### config.mk
export PLATFORM = sky130hd
export DESIGN_NAME = irq_dispatch
export DESIGN_NICKNAME = d
export VERILOG_FILES = /design/src/rtl/irq_dispatch_pkg.sv /design/src/rtl/irq_sync.sv /design/src/rtl/irq_pend.sv /design/src/rtl/irq_dispatch.sv
export SDC_FILE = /design/constraint.sdc
export NUM_CORES = 1
export LEC_CHECK = 0
export BUFFER_PORTS_ARGS = -buffer_cell sky130_fd_sc_hd__buf_4
export CAP_MARGIN = 10
export CORE_UTILIZATION = 43
export CTS_CLUSTER_SIZE = 16
export DETAILED_ROUTE_END_ITERATION = 8
export GPL_TIMING_DRIVEN = 0
export PLACE_DENSITY = 0.83
export SYNTH_ARGS = -nofsm -noshare
export SYNTH_HDL_FRONTEND = slang
export SYNTH_SLANG_ARGS = --single-unit
### constraint.sdc
create_clock -name clk -period 2.23 [get_ports clk]
set_input_delay 0.223 -clock clk [delete_from_list [all_inputs] [get_ports clk]]
set_output_delay 0.223 -clock clk [all_outputs]
set_load 0.05 [all_outputs]
### src/rtl/irq_dispatch_pkg.sv
package irq_dispatch_pkg;
    typedef enum logic [1:0] {
        ST_IDLE = 2'd0,
        ST_SCAN = 2'd1,
        ST_IACK = 2'd2,
        ST_SEND = 2'd3
    } disp_state_e;

    localparam logic [2:0] DM_LEGACY = 3'd7;
endpackage

### src/rtl/irq_sync.sv
module irq_sync #(
    parameter int NPINS = 4
) (
    input  logic             clk,
    input  logic             rst_n,
    input  logic [NPINS-1:0] pin_i,
    output logic [NPINS-1:0] lvl_o,
    output logic [NPINS-1:0] rise_o
);
    typedef struct packed {
        logic [NPINS-1:0] s1;
        logic [NPINS-1:0] s2;
        logic [NPINS-1:0] s3;
    } sync_t;

    sync_t q, d;

    always_comb begin
        d.s1 = pin_i;
        d.s2 = q.s1;
        d.s3 = q.s2;
    end

    always_ff @(posedge clk) begin
        if (!rst_n) q <= '0;
        else        q <= d;
    end

    assign lvl_o  = q.s2;
    assign rise_o = q.s2 & ~q.s3;
endmodule

### src/rtl/irq_pend.sv
module irq_pend #(
    parameter int NPINS = 4
) (
    input  logic             clk,
    input  logic             rst_n,
    input  logic [NPINS-1:0] lvl_i,
    input  logic [NPINS-1:0] rise_i,
    input  logic [NPINS-1:0] is_level_i,
    input  logic [NPINS-1:0] clr_i,
    output logic [NPINS-1:0] pend_o,
    output logic             set_o
);
    typedef struct packed {
        logic [NPINS-1:0] pend;
    } pend_t;

    pend_t q, d;

    always_comb begin
        for (int i = 0; i < NPINS; i++) begin
            if (is_level_i[i])   d.pend[i] = lvl_i[i];
            else if (rise_i[i])  d.pend[i] = 1'b1;
            else if (clr_i[i])   d.pend[i] = 1'b0;
            else                 d.pend[i] = q.pend[i];
        end
    end

    always_ff @(posedge clk) begin
        if (!rst_n) q <= '0;
        else        q <= d;
    end

    assign pend_o = q.pend;
    assign set_o  = |(d.pend & ~q.pend);

    for (genvar g = 0; g < NPINS; g++) begin : g_chk
        // level pins track the synchronized level one cycle later
        a_r3_level_follow: assert property (@(posedge clk) disable iff (!rst_n)
            is_level_i[g] |=> (pend_o[g] == $past(lvl_i[g])));
        // edge pin stays pending unless cleared by acceptance
        a_r4_edge_keep: assert property (@(posedge clk) disable iff (!rst_n)
            (!is_level_i[g] && pend_o[g] && !clr_i[g]) |=> pend_o[g]);
        a_r4_edge_set: assert property (@(posedge clk) disable iff (!rst_n)
            (!is_level_i[g] && rise_i[g]) |=> pend_o[g]);
    end
endmodule

### src/rtl/irq_dispatch.sv
module irq_dispatch
    import irq_dispatch_pkg::*;
#(
    parameter int NPINS       = 4,
    parameter int VEC_W       = 8,
    parameter int DEST_W      = 8,
    parameter int STUCK_LIMIT = 5
) (
    input  logic                    clk,
    input  logic                    rst_n,
    input  logic [NPINS-1:0]        irq_pin,
    input  logic [NPINS-1:0]        cfg_mask,
    input  logic [NPINS-1:0]        cfg_level,
    input  logic [NPINS-1:0]        cfg_polarity,
    input  logic [NPINS-1:0]        cfg_destmode,
    input  logic [3*NPINS-1:0]      cfg_dmode,
    input  logic [VEC_W*NPINS-1:0]  cfg_vector,
    input  logic [DEST_W*NPINS-1:0] cfg_dest,
    input  logic                    cfg_wr,
    output logic [NPINS-1:0]        delivery_status,
    output logic [NPINS-1:0]        pending,
    output logic                    msg_valid,
    input  logic                    msg_accept,
    input  logic                    msg_refuse,
    output logic [VEC_W-1:0]        msg_vector,
    output logic [DEST_W-1:0]       msg_dest,
    output logic [2:0]              msg_dmode,
    output logic                    msg_destmode,
    output logic                    msg_polarity,
    output logic                    msg_trigger,
    output logic                    iack_req,
    input  logic                    iack_done,
    input  logic [VEC_W-1:0]        iack_vector,
    input  logic                    eoi_valid,
    input  logic [VEC_W-1:0]        eoi_vector,
    output logic                    stuck
);
    localparam int IDX_W  = (NPINS > 1) ? $clog2(NPINS) : 1;
    localparam int FAIL_W = $clog2(STUCK_LIMIT + 2);
    localparam logic [IDX_W-1:0]  LAST_IDX = IDX_W'(NPINS - 1);
    localparam logic [FAIL_W-1:0] FAIL_TOP = FAIL_W'(STUCK_LIMIT + 1);

    typedef struct packed {
        disp_state_e       st;
        logic [IDX_W-1:0]  idx;
        logic [VEC_W-1:0]  vec;
        logic              scan_req;
        logic [NPINS-1:0]  dstat;
        logic [FAIL_W-1:0] fail;
    } disp_t;

    disp_t q, d;

    logic [NPINS-1:0] lvl, rise, clr;
    logic             new_set;
    logic             adv;
    logic [2:0]       cur_dmode;
    logic             unused_eoi;

    // End-of-interrupt is accepted and has no effect
    assign unused_eoi = eoi_valid | (|eoi_vector);

    irq_sync #(.NPINS(NPINS)) u_sync (
        .clk    (clk),
        .rst_n  (rst_n),
        .pin_i  (irq_pin),
        .lvl_o  (lvl),
        .rise_o (rise)
    );

    irq_pend #(.NPINS(NPINS)) u_pend (
        .clk        (clk),
        .rst_n      (rst_n),
        .lvl_i      (lvl),
        .rise_i     (rise),
        .is_level_i (cfg_level),
        .clr_i      (clr),
        .pend_o     (pending),
        .set_o      (new_set)
    );

    assign cur_dmode = cfg_dmode[3*int'(q.idx) +: 3];

    always_comb begin
        d         = q;
        clr       = '0;
        adv       = 1'b0;
        iack_req  = 1'b0;
        msg_valid = 1'b0;
        if (new_set || cfg_wr) d.scan_req = 1'b1;

        unique case (q.st)
            ST_IDLE: begin
                if (q.scan_req) begin
                    d.st       = ST_SCAN;
                    d.idx      = '0;
                    d.scan_req = new_set || cfg_wr;
                end
            end
            ST_SCAN: begin
                if (pending[q.idx] && !cfg_mask[q.idx]) begin
                    if (cur_dmode == DM_LEGACY) begin
                        d.st = ST_IACK;
                    end else begin
                        d.vec = cfg_vector[VEC_W*int'(q.idx) +: VEC_W];
                        d.st  = ST_SEND;
                    end
                end else begin
                    adv = 1'b1;
                end
            end
            ST_IACK: begin
                iack_req = 1'b1;
                if (iack_done) begin
                    d.vec = iack_vector;
                    d.st  = ST_SEND;
                end
            end
            ST_SEND: begin
                msg_valid = 1'b1;
                if (msg_accept) begin
                    d.dstat[q.idx] = 1'b0;
                    clr[q.idx]     = !cfg_level[q.idx];
                    d.fail         = '0;
                    adv            = 1'b1;
                end else if (msg_refuse) begin
                    d.dstat[q.idx] = 1'b1;
                    if (q.fail != FAIL_TOP) d.fail = q.fail + 1'b1;
                    adv            = 1'b1;
                end
            end
            default: d.st = ST_IDLE;
        endcase

        if (adv) begin
            if (q.idx == LAST_IDX) begin
                d.st = ST_IDLE;
            end else begin
                d.idx = q.idx + 1'b1;
                d.st  = ST_SCAN;
            end
        end
    end

    always_ff @(posedge clk) begin
        if (!rst_n) q <= '0;
        else        q <= d;
    end

    assign delivery_status = q.dstat;
    assign msg_vector      = q.vec;
    assign msg_dest        = cfg_dest[DEST_W*int'(q.idx) +: DEST_W];
    assign msg_dmode       = cur_dmode;
    assign msg_destmode    = cfg_destmode[q.idx];
    assign msg_polarity    = cfg_polarity[q.idx];
    assign msg_trigger     = cfg_level[q.idx];
    assign stuck           = (q.fail > FAIL_W'(STUCK_LIMIT));

    // an unanswered message stays offered with the same vector
    a_r9_hold: assert property (@(posedge clk) disable iff (!rst_n)
        (msg_valid && !msg_accept && !msg_refuse) |=> (msg_valid && $stable(msg_vector)));
    // a masked pin seen by the scan does not lead to a dispatch
    a_r7_masked_skip: assert property (@(posedge clk) disable iff (!rst_n)
        (q.st == ST_SCAN && cfg_mask[q.idx]) |=> (q.st != ST_SEND && q.st != ST_IACK));
    // the legacy request is held until answered
    a_r8_iack_hold: assert property (@(posedge clk) disable iff (!rst_n)
        (iack_req && !iack_done) |=> iack_req);
    // a refusal marks the served pin's status
    a_r10_refuse_status: assert property (@(posedge clk) disable iff (!rst_n)
        (msg_valid && msg_refuse && !msg_accept) |=> delivery_status[$past(q.idx)]);
    // acceptance clears the stuck flag
    a_r11_clear_on_accept: assert property (@(posedge clk) disable iff (!rst_n)
        (msg_valid && msg_accept) |=> !stuck);
    a_r11_stay_stuck: assert property (@(posedge clk) disable iff (!rst_n)
        (stuck && !(msg_valid && msg_accept)) |=> stuck);
endmodule

==> qor.yml <==
via_per_inst: 5.15
coreArea_um2: 5200
finClkSkew_ns: 0.00968
io_buffers: 140
power.total_mw: 3.35
dieHeight_um: 76.4
cp-end-kind: "output port"
drt_iter0_markers: 68
ff2ff_path_depth: 7
tightest_slew_ns: 0.502
routedWlPerCell_um: 14.6
holdBufCountCts: 0
dp_hpwl_um: 5460
die_w_um: 76.4
crit_path_top_delay_cell: "dfxtp_1"
cts_buffers: 5
arrival_ns: 1.89
placementRows: 26
worstSkewPairLatency_ns: 0.29
postSynthCellCount: 234
synth_edf_count: 0
synth_nets: 363
synth_async_sr_flop_share_pct: 0
slew_headroom_pct: 66.2
yosys_most_used_dff: "dfxtp_1"
cp_max_fo: 10
antennaDiodeCount: 0
final_cell_mix: "buf_4, dfxtp_1, nand2_1, mux4_2"
cts_tree: "built"
grt_pass1_vias: 2403
ioPinCount: 152
crit_path_cell_trace: "buf_2 > clkbuf_4 > buf_4 > mux4_2 > buf_4"
hold_slack_ns: 0.137
drv_cap: 0
antenna_found_initial: 0
syn_area_per_cell_um2: 10.2
cts.sinks: 36
outcome: "complete, no violations"
cts-root-buf: "clkbuf_8"
min_period_over_period_pct: 94.7
final_max_slew_viol_count: 0
initial_core_util_pct: 45.7
cts_buffer_depth: 2
min_path_cells: 2
hp-class: "in -> reg"
ys_seq_elements: 36
gp_congestion: 0.820
critPathRequiredTime_ns: 2.01
vias: 2324
rsz0062_at_grt: "false"
drcViolationCount: 0
cts-htree-levels: 2
leakagePower_nw: 1.63
grt_first_pass_wirelength_um: 10800
grtUsageTotal_pct: 23.4
syn_to_final_growth_pct: 51.8
grt_overflow_total: 0
finalWirelength_um: 6600
cp_common_cell: "buf_4"
ant_nets: 0
synth.distinct_cells: 40
finalHoldViolCount: 0
timing.final.crit_period_ns: 2.11
grt_max_degree: 20
drive_gt1_share_pct: 54.3
post-route-util_pct: 69.4
clock.fmax_mhz: 474
fin_nets: 509
slowest_delay_ns: 0.36
startpoint_type: "flop"
cts.clk_slew.worst_paths_ns: 0.07
crit_type: "reg -> out"
syn_area_um2: 2380
setup_viol: 0
dieArea_um2: 5840
vdd_drop_max_mv: 0.474
dr.pass1.iters: 4
cellPowerDensity_nw_per_um2: 926
final_common_cell: "buf_4"
ys_seq_area_share_pct: 30.3
yosys_warnings: 0
synthesized netlist by cell type (2+ instances only):
master,number,share of area (%)
nand3_1,13,2.7
nand3_2,2,0.84
o21ai_0,8,1.7
o21ai_2,9,3.3
nor3b_1,2,0.63
buf_6,2,0.95
nor2_1,10,1.6
nor2b_1,4,1.1
mux2_2,9,4.3
dfxtp_1,36,30
nor3_1,2,0.42
nand2_1,21,3.3
and2_1,13,3.4
clkbuf_1,6,0.95
buf_4,12,3.8
mux4_1,4,4.4
nand3b_1,5,1.6
a21oi_1,4,0.84
a31oi_1,4,1.1
inv_1,11,1.7
mux2i_1,3,1.3
mux4_2,18,17
a21boi_0,5,1.6
buf_1,2,0.32
buf_2,5,1.1
ha_1,10,5.3
where the power goes:
group          internal (mW)  switching [mW]  total [mW]
Clock                  0.218           0.241       0.459
Combinational          0.911            1.18        2.09
Sequential             0.736          0.0605       0.797
critical path, delay by kind of cell (launching register included):
family                 cells  cell delay (ns)
buffers and inverters      4             0.92
DFF                        1             0.36
muxes                      1             0.33
final timing paths:
| check | startpoint | end | slack [ns] |
|---|---|---|---|
| hold / removal | irq_pin[0] | u_sync.d[4] | 0.14 |
| setup reg to reg | q[16] | msg_vector[6] | 0.17 |
| hold reg to reg | u_sync.d[4] | u_sync.lvl_o[0] | 0.44 |
| setup / recovery | q[17] | msg_dest[6] | 0.12 |
metrics by stage:
step	instance area [um2]	setup TNS [ns]	cells	setup WS, ns
floorplan	2380	0	234	0.122
global placement	3520	0	444	0.0353
detailed placement	3520	-0.0198	444	-0.0195
CTS	3610	0	451	0.0481
global route	3610	0	451	0.0346
finish	3610	0	451	0.118
timing repair:
action | CTS | global route
endpoints found under the setup margin | 9 | 2
gates resized for setup | 3 | 2
buffers inserted | 0 | 0
cell type report:
type	count	area, um2
buffer	26	175
clock buffer	5	68.8
clock inverter	3	18.8
fill	436	1590
inverter	11	41.3
multi-input combinational	160	1450
sequential	36	721
tap	70	87.6
timing repair buffer	140	1050
cell families (layout without fill, tap and decap cells):
| group | Yosys count | count (layout) | synth area share, % |
|---|---|---|---|
| compound gates | 37 | 37 | 11.0 |
| xor+xnor | 1 | 1 | 0.368 |
| fa+ha+maj | 10 | 10 | 5.26 |
| buf+inv | 38 | 185 | 8.78 |
| flops | 36 | 36 | 30.3 |
| mux | 34 | 34 | 27.0 |
| simple gates | 78 | 78 | 17.4 |
layer usage:
layer / track usage, % / vias up / part of all wire [%]
met5: 0 / - / 0
met4: 8.85 / 0 / 2.2
met1: 25.9 / 1093 / 39
li1: - / 1128 / -
met2: 43.5 / 91 / 53
met3: 5.03 / 12 / 5.6
(Power assumes the default switching activity.)
